[config.mk]
export PLATFORM = sky130hd
export DESIGN_NAME = cmo_decoder
export DESIGN_NICKNAME = d
export VERILOG_FILES = /design/src/rtl/cmo_pkg.sv /design/src/rtl/cmo_enc_decode.sv /design/src/rtl/cmo_operand_fmt.sv /design/src/rtl/cmo_access_check.sv /design/src/rtl/cmo_decoder.sv
export SDC_FILE = /design/constraint.sdc
export NUM_CORES = 1
export LEC_CHECK = 0
export BUFFER_PORTS_ARGS = -buffer_cell sky130_fd_sc_hd__buf_2
export CORE_MARGIN = 2
export CORE_UTILIZATION = 38
export CTS_BUF_LIST = sky130_fd_sc_hd__clkbuf_16
export CTS_CLUSTER_DIAMETER = 120
export DETAILED_ROUTE_END_ITERATION = 6
export PLACE_DENSITY = 0.79
export SYNTH_ARGS = -nofsm -noshare
export SYNTH_HDL_FRONTEND = slang
export SYNTH_SLANG_ARGS = --single-unit
[constraint.sdc]
create_clock -name clk -period 5.8 [get_ports clk]
set_input_delay 0.58 -clock clk [delete_from_list [all_inputs] [get_ports clk]]
set_output_delay 0.58 -clock clk [all_outputs]
set_load 0.1 [all_outputs]
[src/rtl/cmo_pkg.sv]
package cmo_pkg;
  localparam int NUM_OPS = 18;
  localparam int WORD_W  = 32;

  typedef enum logic [4:0] {
    OP_IC_INV_ALL    = 5'd0,
    OP_IC_INV_LINE   = 5'd1,
    OP_PF_FLUSH      = 5'd2,
    OP_BP_INV_ALL    = 5'd3,
    OP_BP_INV_LINE   = 5'd4,
    OP_DC_INV_LINE   = 5'd5,
    OP_DC_INV_SW     = 5'd6,
    OP_DC_CLEAN_LINE = 5'd7,
    OP_DC_CLEAN_SW   = 5'd8,
    OP_DC_CLEAN_PU   = 5'd9,
    OP_DC_CI_LINE    = 5'd10,
    OP_DC_CI_SW      = 5'd11,
    OP_SYNC_BARRIER  = 5'd12,
    OP_MEM_BARRIER   = 5'd13,
    OP_XLATE_CUR     = 5'd14,
    OP_XLATE_OTHER   = 5'd15,
    OP_RESULT_RD     = 5'd16,
    OP_RESULT_WR     = 5'd17
  } cmo_op_e;

  typedef enum logic [1:0] {
    OPD_ZERO   = 2'd0,
    OPD_ADDR   = 2'd1,
    OPD_SETWAY = 2'd2,
    OPD_RAW    = 2'd3
  } opd_kind_e;

  typedef struct packed {
    logic      known;
    cmo_op_e   op;
    opd_kind_e kind;
    logic      user_ok;
    logic      secure_only;
  } dec_info_t;

  function automatic dec_info_t mk_info(cmo_op_e op, opd_kind_e kind,
                                        logic user_ok, logic secure_only);
    dec_info_t r;
    r.known       = 1'b1;
    r.op          = op;
    r.kind        = kind;
    r.user_ok     = user_ok;
    r.secure_only = secure_only;
    return r;
  endfunction
endpackage

[src/rtl/cmo_enc_decode.sv]
module cmo_enc_decode
  import cmo_pkg::*;
(
  input  logic [3:0] crm_i,
  input  logic [2:0] op2_i,
  input  logic       is_read_i,
  output dec_info_t  info_o
);
  always_comb begin
    info_o = '{known: 1'b0, op: OP_IC_INV_ALL, kind: OPD_ZERO,
               user_ok: 1'b0, secure_only: 1'b0};
    if (is_read_i) begin
      if (crm_i == 4'd4 && op2_i == 3'd0)
        info_o = mk_info(OP_RESULT_RD, OPD_ZERO, 1'b0, 1'b0);
    end else begin
      case (crm_i)
        4'd4: if (op2_i == 3'd0) info_o = mk_info(OP_RESULT_WR, OPD_RAW, 1'b0, 1'b0);
        4'd5: begin
          case (op2_i)
            3'd0: info_o = mk_info(OP_IC_INV_ALL,  OPD_ZERO, 1'b0, 1'b0);
            3'd1: info_o = mk_info(OP_IC_INV_LINE, OPD_ADDR, 1'b0, 1'b0);
            3'd4: info_o = mk_info(OP_PF_FLUSH,    OPD_ZERO, 1'b1, 1'b0);
            3'd6: info_o = mk_info(OP_BP_INV_ALL,  OPD_ZERO, 1'b0, 1'b0);
            3'd7: info_o = mk_info(OP_BP_INV_LINE, OPD_ADDR, 1'b0, 1'b0);
            default: ;
          endcase
        end
        4'd6: begin
          if (op2_i == 3'd1) info_o = mk_info(OP_DC_INV_LINE, OPD_ADDR,   1'b0, 1'b0);
          if (op2_i == 3'd2) info_o = mk_info(OP_DC_INV_SW,   OPD_SETWAY, 1'b0, 1'b0);
        end
        4'd8: info_o = mk_info(op2_i[2] ? OP_XLATE_OTHER : OP_XLATE_CUR, OPD_RAW,
                               1'b0, op2_i[2]);
        4'd10: begin
          case (op2_i)
            3'd1: info_o = mk_info(OP_DC_CLEAN_LINE, OPD_ADDR,   1'b0, 1'b0);
            3'd2: info_o = mk_info(OP_DC_CLEAN_SW,   OPD_SETWAY, 1'b0, 1'b0);
            3'd4: info_o = mk_info(OP_SYNC_BARRIER,  OPD_ZERO,   1'b1, 1'b0);
            3'd5: info_o = mk_info(OP_MEM_BARRIER,   OPD_ZERO,   1'b1, 1'b0);
            default: ;
          endcase
        end
        4'd11: if (op2_i == 3'd1) info_o = mk_info(OP_DC_CLEAN_PU, OPD_ADDR, 1'b0, 1'b0);
        4'd14: begin
          if (op2_i == 3'd1) info_o = mk_info(OP_DC_CI_LINE, OPD_ADDR,   1'b0, 1'b0);
          if (op2_i == 3'd2) info_o = mk_info(OP_DC_CI_SW,   OPD_SETWAY, 1'b0, 1'b0);
        end
        default: ;
      endcase
    end
  end
endmodule

[src/rtl/cmo_operand_fmt.sv]
module cmo_operand_fmt
  import cmo_pkg::*;
#(
  parameter int LINE_BITS   = 6,
  parameter int L1_WAY_BITS = 2,
  parameter int L1_SET_BITS = 7,
  parameter int L2_WAY_BITS = 3,
  parameter int L2_SET_BITS = 9
) (
  input  logic [WORD_W-1:0] data_i,
  input  opd_kind_e         kind_i,
  output logic [WORD_W-1:0] operand_o,
  output logic              level_ok_o
);
  function automatic logic [WORD_W-1:0] sw_mask(int way_bits, int set_bits);
    logic [WORD_W-1:0] m;
    m = '0;
    for (int i = 0; i < WORD_W; i++) begin
      if (i >= WORD_W - way_bits) m[i] = 1'b1;
      if (i >= LINE_BITS && i < LINE_BITS + set_bits) m[i] = 1'b1;
      if (i >= 1 && i <= 3) m[i] = 1'b1;
    end
    return m;
  endfunction

  localparam logic [WORD_W-1:0] ADDR_MASK = ~((WORD_W'(1) << LINE_BITS) - WORD_W'(1));
  localparam logic [WORD_W-1:0] L1_MASK   = sw_mask(L1_WAY_BITS, L1_SET_BITS);

  logic [2:0]        lvl;
  logic              l2_hit;
  logic [WORD_W-1:0] l2_mask;

  assign lvl = data_i[3:1];

  generate
    if (L2_SET_BITS > 0) begin : g_l2
      assign l2_hit  = (lvl == 3'd1);
      assign l2_mask = sw_mask(L2_WAY_BITS, L2_SET_BITS);
    end else begin : g_no_l2
      assign l2_hit  = 1'b0;
      assign l2_mask = '0;
    end
  endgenerate

  always_comb begin
    operand_o  = '0;
    level_ok_o = 1'b1;
    case (kind_i)
      OPD_ADDR: operand_o = data_i & ADDR_MASK;
      OPD_RAW:  operand_o = data_i;
      OPD_SETWAY: begin
        if (lvl == 3'd0)  operand_o = data_i & L1_MASK;
        else if (l2_hit)  operand_o = data_i & l2_mask;
        else              level_ok_o = 1'b0;
      end
      default: operand_o = '0;
    endcase
  end
endmodule

[src/rtl/cmo_access_check.sv]
module cmo_access_check
  import cmo_pkg::*;
(
  input  logic      valid_i,
  input  dec_info_t info_i,
  input  logic      priv_i,
  input  logic      secure_i,
  input  logic      level_ok_i,
  output logic      fire_cmd_o,
  output logic      fire_undef_o
);
  logic deny;

  always_comb begin
    deny = !info_i.known
        || (!priv_i && !info_i.user_ok)
        || (info_i.secure_only && !secure_i);
    fire_undef_o = valid_i && deny;
    fire_cmd_o   = valid_i && !deny && level_ok_i;
  end
endmodule

[src/rtl/cmo_decoder.sv]
module cmo_decoder
  import cmo_pkg::*;
#(
  parameter int LINE_BITS   = 6,
  parameter int L1_WAY_BITS = 2,
  parameter int L1_SET_BITS = 7,
  parameter int L2_WAY_BITS = 3,
  parameter int L2_SET_BITS = 9
) (
  input  logic               clk,
  input  logic               rst,
  input  logic               acc_valid_i,
  input  logic [3:0]         acc_crm_i,
  input  logic [2:0]         acc_op2_i,
  input  logic               acc_read_i,
  input  logic               acc_priv_i,
  input  logic               acc_secure_i,
  input  logic [WORD_W-1:0]  acc_data_i,
  output logic [NUM_OPS-1:0] cmd_req_o,
  output logic [WORD_W-1:0]  cmd_operand_o,
  output logic [1:0]         cmd_xmode_o,
  output logic               undef_o
);
  dec_info_t         info;
  logic [WORD_W-1:0] operand;
  logic              level_ok;
  logic              fire_cmd;
  logic              fire_undef;
  logic              is_xlate;

  cmo_enc_decode u_dec (
    .crm_i     (acc_crm_i),
    .op2_i     (acc_op2_i),
    .is_read_i (acc_read_i),
    .info_o    (info)
  );

  cmo_operand_fmt #(
    .LINE_BITS   (LINE_BITS),
    .L1_WAY_BITS (L1_WAY_BITS),
    .L1_SET_BITS (L1_SET_BITS),
    .L2_WAY_BITS (L2_WAY_BITS),
    .L2_SET_BITS (L2_SET_BITS)
  ) u_fmt (
    .data_i     (acc_data_i),
    .kind_i     (info.kind),
    .operand_o  (operand),
    .level_ok_o (level_ok)
  );

  cmo_access_check u_chk_acc (
    .valid_i      (acc_valid_i),
    .info_i       (info),
    .priv_i       (acc_priv_i),
    .secure_i     (acc_secure_i),
    .level_ok_i   (level_ok),
    .fire_cmd_o   (fire_cmd),
    .fire_undef_o (fire_undef)
  );

  assign is_xlate = (info.op == OP_XLATE_CUR) || (info.op == OP_XLATE_OTHER);

  always_ff @(posedge clk) begin
    if (rst) begin
      cmd_req_o     <= '0;
      cmd_operand_o <= '0;
      cmd_xmode_o   <= '0;
      undef_o       <= 1'b0;
    end else begin
      cmd_req_o     <= '0;
      cmd_operand_o <= '0;
      cmd_xmode_o   <= '0;
      undef_o       <= fire_undef;
      if (fire_cmd) begin
        cmd_req_o[info.op] <= 1'b1;
        cmd_operand_o      <= operand;
        cmd_xmode_o        <= is_xlate ? acc_op2_i[1:0] : 2'd0;
      end
    end
  end
endmodule

# ---- Word level (Yosys, flattened, before mapping)
# Cells that the tools add are included.
dict set report word_totals {
  output_inout_bits 53
  in_bits 45
  ff_bits 53
}
dict set report classes {
  muxes 20
  order_cmp 2
  n_bitwise 2
  eq_ne 19
  reduce_logical 19
}
# op n
set op_table {}
lappend op_table {{one-hot mux 32 bit (3 select lines)} 1}
lappend op_table {{two-way mux 10 bit} 8}
lappend op_table {{one-hot mux 10 bit (7 select lines)} 1}
lappend op_table {{two-way mux 32 bit} 2}
lappend op_table {{one-hot mux 10 bit (5 select lines)} 1}
lappend op_table {{one-hot mux 10 bit (4 select lines)} 1}
lappend op_table {{== test 4 bit (second input constant)} 4}
lappend op_table {{== test 3 bit (second input constant)} 4}
lappend op_table {{== test 4 x 3 -> 1 bit (second input constant)} 3}
lappend op_table {{== test 5 x 4 -> 1 bit (second input constant)} 2}
lappend op_table {{logical AND 1 bit} 7}
lappend op_table {{== test 3 x 1 -> 1 bit (second input constant)} 2}
lappend op_table {{zero test 3 bit} 2}
lappend op_table {{less-than comparator 5 x 6 -> 1 bit (second input constant)} 1}
lappend op_table {{demux 1 bit (select 5 bit)} 1}
lappend op_table {{greater-or-equal comparator 5 x 1 -> 1 bit (second input constant)} 1}
lappend op_table {{zero test 1 bit} 5}
lappend op_table {{two-way mux 1 bit} 5}
lappend op_table {{== test 2 bit (second input constant)} 2}
lappend op_table {{== test 3 x 2 -> 1 bit (second input constant)} 1}
lappend op_table {{logical OR 1 bit} 3}
lappend op_table {{OR reduction 3 bit} 1}
lappend op_table {{== test 2 x 1 -> 1 bit (second input constant)} 1}
lappend op_table {{NOT 1 bit} 2}
lappend op_table {{OR reduction 2 bit} 1}

# ---- Depth between registers and ports, before layout
dict set report depth {
  depth_word 14
  depth_mapped 8
  ltp_nobuf 6
}

# ---- Cells and area by module
# From an unflattened synthesis, not the netlist that was laid out.
dict set report unflattened {
  cells_unflattened 252
  area_unflattened_um2 2359.8
}
# module instances cells_each area_each_um2
set modules_own_cells {}
lappend modules_own_cells {cmo_decoder 1 122 1461.4}
lappend modules_own_cells {cmo_enc_decode 1 84 536.8}
lappend modules_own_cells {cmo_operand_fmt 1 41 317.8}
lappend modules_own_cells {cmo_access_check 1 5 43.8}

# ---- Worst setup path before layout
# No wires, ideal clock.
dict set report synth_path {
  path_kind {input port to flip-flop}
  from {input port acc_op2_i[0]}
  to {register cmd_operand_o[13]}
  cell_stages 8
  path_buffers 2
  path_slack_ps 3361
  t_arrival_ps 2323
  cell_sequence {buf_2 nor3_1 a22oi_2 a2111oi_4 o2111ai_1 buf_2 and3_1 and3_1}
}
dict set report synth_between {
  elab_chain_len 13
}
# item line_no
set synth_lines {}
lappend synth_lines {{start, declared} cmo_decoder.sv:14} ;# input logic [2:0] acc_op2_i,
lappend synth_lines {{== test 3 bit (tied with other cells)} cmo_enc_decode.sv:19} ;# case (op2_i)
lappend synth_lines {{one-hot mux 10 bit (5 select lines) (tied with other cells)} cmo_enc_decode.sv:19}
lappend synth_lines {{one-hot mux 10 bit (7 select lines) (tied with other cells)} cmo_enc_decode.sv:16} ;# case (crm_i)
lappend synth_lines {{two-way mux 10 bit (*)} cmo_enc_decode.sv:12} ;# if (is_read_i) begin
lappend synth_lines {{zero test 1 bit / two-way mux 10 bit (equally long branches)} {cmo_access_check.sv:16, cmo_enc_decode.sv:12}}
lappend synth_lines {{logical AND 1 bit / zero test 1 bit (equally long branches)} {cmo_access_check.sv:16, cmo_access_check.sv:15}}
lappend synth_lines {{logical OR 1 bit} cmo_access_check.sv:16} ;# || (!priv_i && !info_i.user_ok)
lappend synth_lines {{logical OR 1 bit} cmo_access_check.sv:17} ;# || (info_i.secure_only && !secure_i);
lappend synth_lines {{zero test 1 bit} cmo_access_check.sv:19} ;# fire_cmd_o = valid_i && !deny && level_ok_i;
lappend synth_lines {{logical AND 1 bit (2 in a row)} cmo_access_check.sv:19}
lappend synth_lines {{NOT 1 bit (no line)} --}
lappend synth_lines {{OR reduction 2 bit (no line)} --}
lappend synth_lines {{end signal, assigned} cmo_decoder.sv:76} ;# cmd_operand_o <= operand;
lappend synth_lines {{end, declared} cmo_decoder.sv:20} ;# output logic [WORD_W-1:0] cmd_operand_o,
# Every way passes the cells marked *; elsewhere a longest branch is shown, timed or not.
# A chain may end at the register's enable or synchronous reset.

# ---- Final worst setup path
dict set report layout_path {
  from {input port acc_crm_i[2]}
  to {register cmd_req_o[1]}
}
dict set report layout_between {
  elab_chain_len 12
}
# item line_no
set layout_lines {}
lappend layout_lines {{start, declared} cmo_decoder.sv:13} ;# input logic [3:0] acc_crm_i,
lappend layout_lines {{== test 4 bit (tied with other cells)} cmo_enc_decode.sv:16}
lappend layout_lines {{one-hot mux 10 bit (7 select lines) / logical AND 1 bit (equally long branches)} {cmo_enc_decode.sv:16, cmo_enc_decode.sv:13}}
lappend layout_lines {{two-way mux 10 bit (*)} cmo_enc_decode.sv:12}
lappend layout_lines {{parallel branches: the longest is 9 deep, another holds less-than comparator 5 x 6 -> 1 bit} --}
lappend layout_lines {{end signal, assigned} cmo_decoder.sv:65} ;# cmd_req_o <= '0;
lappend layout_lines {{end signal, assigned} cmo_decoder.sv:70} ;# cmd_req_o <= '0;
lappend layout_lines {{end signal, assigned by index} cmo_decoder.sv:75} ;# cmd_req_o[info.op] <= 1'b1;
lappend layout_lines {{end, declared} cmo_decoder.sv:19} ;# output logic [NUM_OPS-1:0] cmd_req_o,
# Mark *: on every way between the ends.

==> qor.yml <==
run_status:
  run_status: "complete, no violations"
worst_setup_path:
  worst_ep_arrival_time_ns: 3.14
  cell_with_the_largest_stage_delay_on_the_worst_path: "sky130_fd_sc_hd__a2111oi_4"
  critical-path-top-delay-family: "compound AO/OA/AOI/OAI gates"
  critical_path.max_fanout: 14
  worstPathRequired_ns: 5.95
  critical-path-max-stage-delay_ns: 0.58
  critPathBufInv: 1
  kind_of_end_point_of_the_critical_path: "flop"
  cp-start-kind: "input port"
  critical_path_cell_list: "buf_2 -> nor3b_4 -> a22oi_2 -> a2111oi_4 -> o2111ai_1 -> nand3_1 -> nor4_1"
  critical_path_class: "input port to flop"
detailed_routing:
  initial_drc_count: 78
  residual_antenna_violating_net_count_after_detailed_routing: 0
  via_per_inst: 5.216
  total_vias_in_the_final_route: 2076
  drt-wirelength-per-cell_um: 13.54
  drcViolationCount: 0
  drt-pass1-iter-count: 4
  drt-total-wl_um: 5389
global_route:
  grt_pass1_vias: 1755
  grt.total_usage_pct: 16.15
  grt_antenna_before_repair: 0
  grt_max_degree: 20
  grt_overflow: 0
  grt_pass1_wl_um: 8169
floorplanning:
  fp.dieW_um: 79.91
  num_io_pins: 98
  die_area_um2: 6386
  core_um2: 5540
  fp.dieH_um: 79.91
  core.rowCount: 27
  initial_core_util_pct: 39.52
finish:
  layout.cells.most_common_list: "sky130_fd_sc_hd__buf_2 (97), sky130_fd_sc_hd__dfxtp_1 (53), sky130_fd_sc_hd__nand2_1 (18), sky130_fd_sc_hd__nor3_1 (18), sky130_fd_sc_hd__and2_1 (15)"
  drive_gt1_share_pct: 33.74
  final_cell_count_no_fill: 398
  area_growth_syn_to_layout_pct: 29.54
  final_net_count: 370
  mostFrequentLayoutCell: "sky130_fd_sc_hd__buf_2"
  num_antenna_cells: 0
flow_run:
  maxCapViolations: 0
placement:
  placer_congestion: 0.9212
  dp_hpwl_um: 4199
  dp.cells: 390
  port_buffers: 97
power:
  post-layout-total-power_w: 0.0007038
  p_leak_nw: 1.314
  power.ir.vdd_worst_mv: 0.1939
  power_density_nw_per_um2: 248.1
sta:
  slew_violations: 0
  hold_viol_final: 0
  timing.max_slew.rel_slack_pct: 39.89
  finalHoldWorstSlack_ns: 0.4977
  timing.fmax_mhz: 334.2
  rsz_0062_raised_after_global_routing: "no"
  finalSetupViolations: 0
  tightest_slew_ns: 0.8789
  finalWorstPathRequiredPeriod_ns: 2.992
  setup-tns-final_ns: 0
  fin_crit_sh_pct: 51.59
synth:
  postSynthNetCount: 280
  number_of_flops_mapped_to_enable_cells_by_yosys: 0
  synth_area_leaders: "sky130_fd_sc_hd__dfxtp_1 (48%), sky130_fd_sc_hd__and2_1 (4.3%), sky130_fd_sc_hd__nor3_1 (4.1%), sky130_fd_sc_hd__and3_1 (3.1%), sky130_fd_sc_hd__nand2_1 (3.1%)"
  synth_cell_type_count: 46
  synth_async_sr_flop_share_pct: 0
  ys_dominant_reg_cell: "sky130_fd_sc_hd__dfxtp_1"
  ys_ff_latch: 53
  synth.yosys.seq_area_share_pct: 48.46
  synthesis.area_per_instance_um2: 9.317
  ys.warnings.count: 0
  synth.top_cell.area_share_pct: 48.46
  post-synth-top-area-cell: "sky130_fd_sc_hd__dfxtp_1"
  syn-instance-count: 235
  post_synth_instance_area_um2: 2190
clock_network:
  cts_inserted_buffers: 5
  max-clock-path-buffers: 2
  post_cts_resized: 0
  htreeDepth: 2
  cts_post_setup_buffers_inserted: 0
  cts.hold.buffers_added: 0
  tritoncts_num_sinks: 53
  clk_transition_reported_paths_ns: 0.06
  cts_tree: "yes"
  clockRootBuffer: "sky130_fd_sc_hd__clkbuf_16"
min_path:
  hp-class: "input port to flop"
## report_power, final
group | internal, W | switching [W]
Sequential | 0.000364 | 0.000000179
Clock | 0.000156 | 0.000114
Combinational | 0.0000260 | 0.0000426
Total | 0.000547 | 0.000157
## cells by family (layout without fill, tap and decap cells)
family	after synthesis	count (layout)	share of synthesized area, %
simple gates	128	128	34.69
flops	53	53	48.46
compound gates	33	33	12.06
xor+xnor	2	2	0.8001
buf+inv	19	110	4.000
## sequential cells by signal, indices dropped and copies added, names as in the netlist
name	cells
cmd_operand_o	32
cmd_req_o	18
cmd_xmode_o	2
undef_o	1
## synth_stat cells, drive strengths merged, types with 3 or more instances
| library cell | n |
|---|---|
| a21oi | 7 |
| clkbuf | 4 |
| and2 | 15 |
| inv | 5 |
| nor4b | 5 |
| nor3b | 5 |
| nor2b | 3 |
| buf | 10 |
| nand2 | 18 |
| a2111oi | 3 |
| nor3 | 18 |
| nor4 | 8 |
| o21ai | 5 |
| nand2b | 7 |
| and3 | 11 |
| dfxtp | 53 |
| nand3 | 11 |
| o31a | 3 |
| nor2 | 13 |
## stage by stage
stage	util, %	instance area (µm²)	setup slack, ns
final	51.20	2836	2.808
after global routing	51.20	2836	2.529
after CTS	51.20	2836	2.799
after detailed placement	48.67	2696	2.501
after global placement	48.67	2696	2.620
after floorplan	-	2190	3.361
## layer usage
layer	track usage, %	up-vias	part of all wire, %
li1	-	1036	-
met1	20.66	925	42
met2	26.75	109	45
met3	3.620	6	11
met4	5.424	0	1.3
met5	0	-	0
## worst paths after layout
| check | from | endpoint | depth (start not counted) |
|---|---|---|---|
| setup / recovery | acc_crm_i[2] | cmd_req_o[1] | 7 |
| hold / removal | acc_data_i[24] | cmd_operand_o[24] | 2 |
## layout make-up
cell class              instances  area, µm²
flip-flops and latches         53       1061
fillers                       532       2704
clock buffers                   5      125.1
multi-input cells             163       1041
inverters                       5      18.77
well taps                      72      90.09
clock inverters                 3      15.01
repair buffers                 97      485.5
Note: power is estimated with default switching activity, not from simulation.
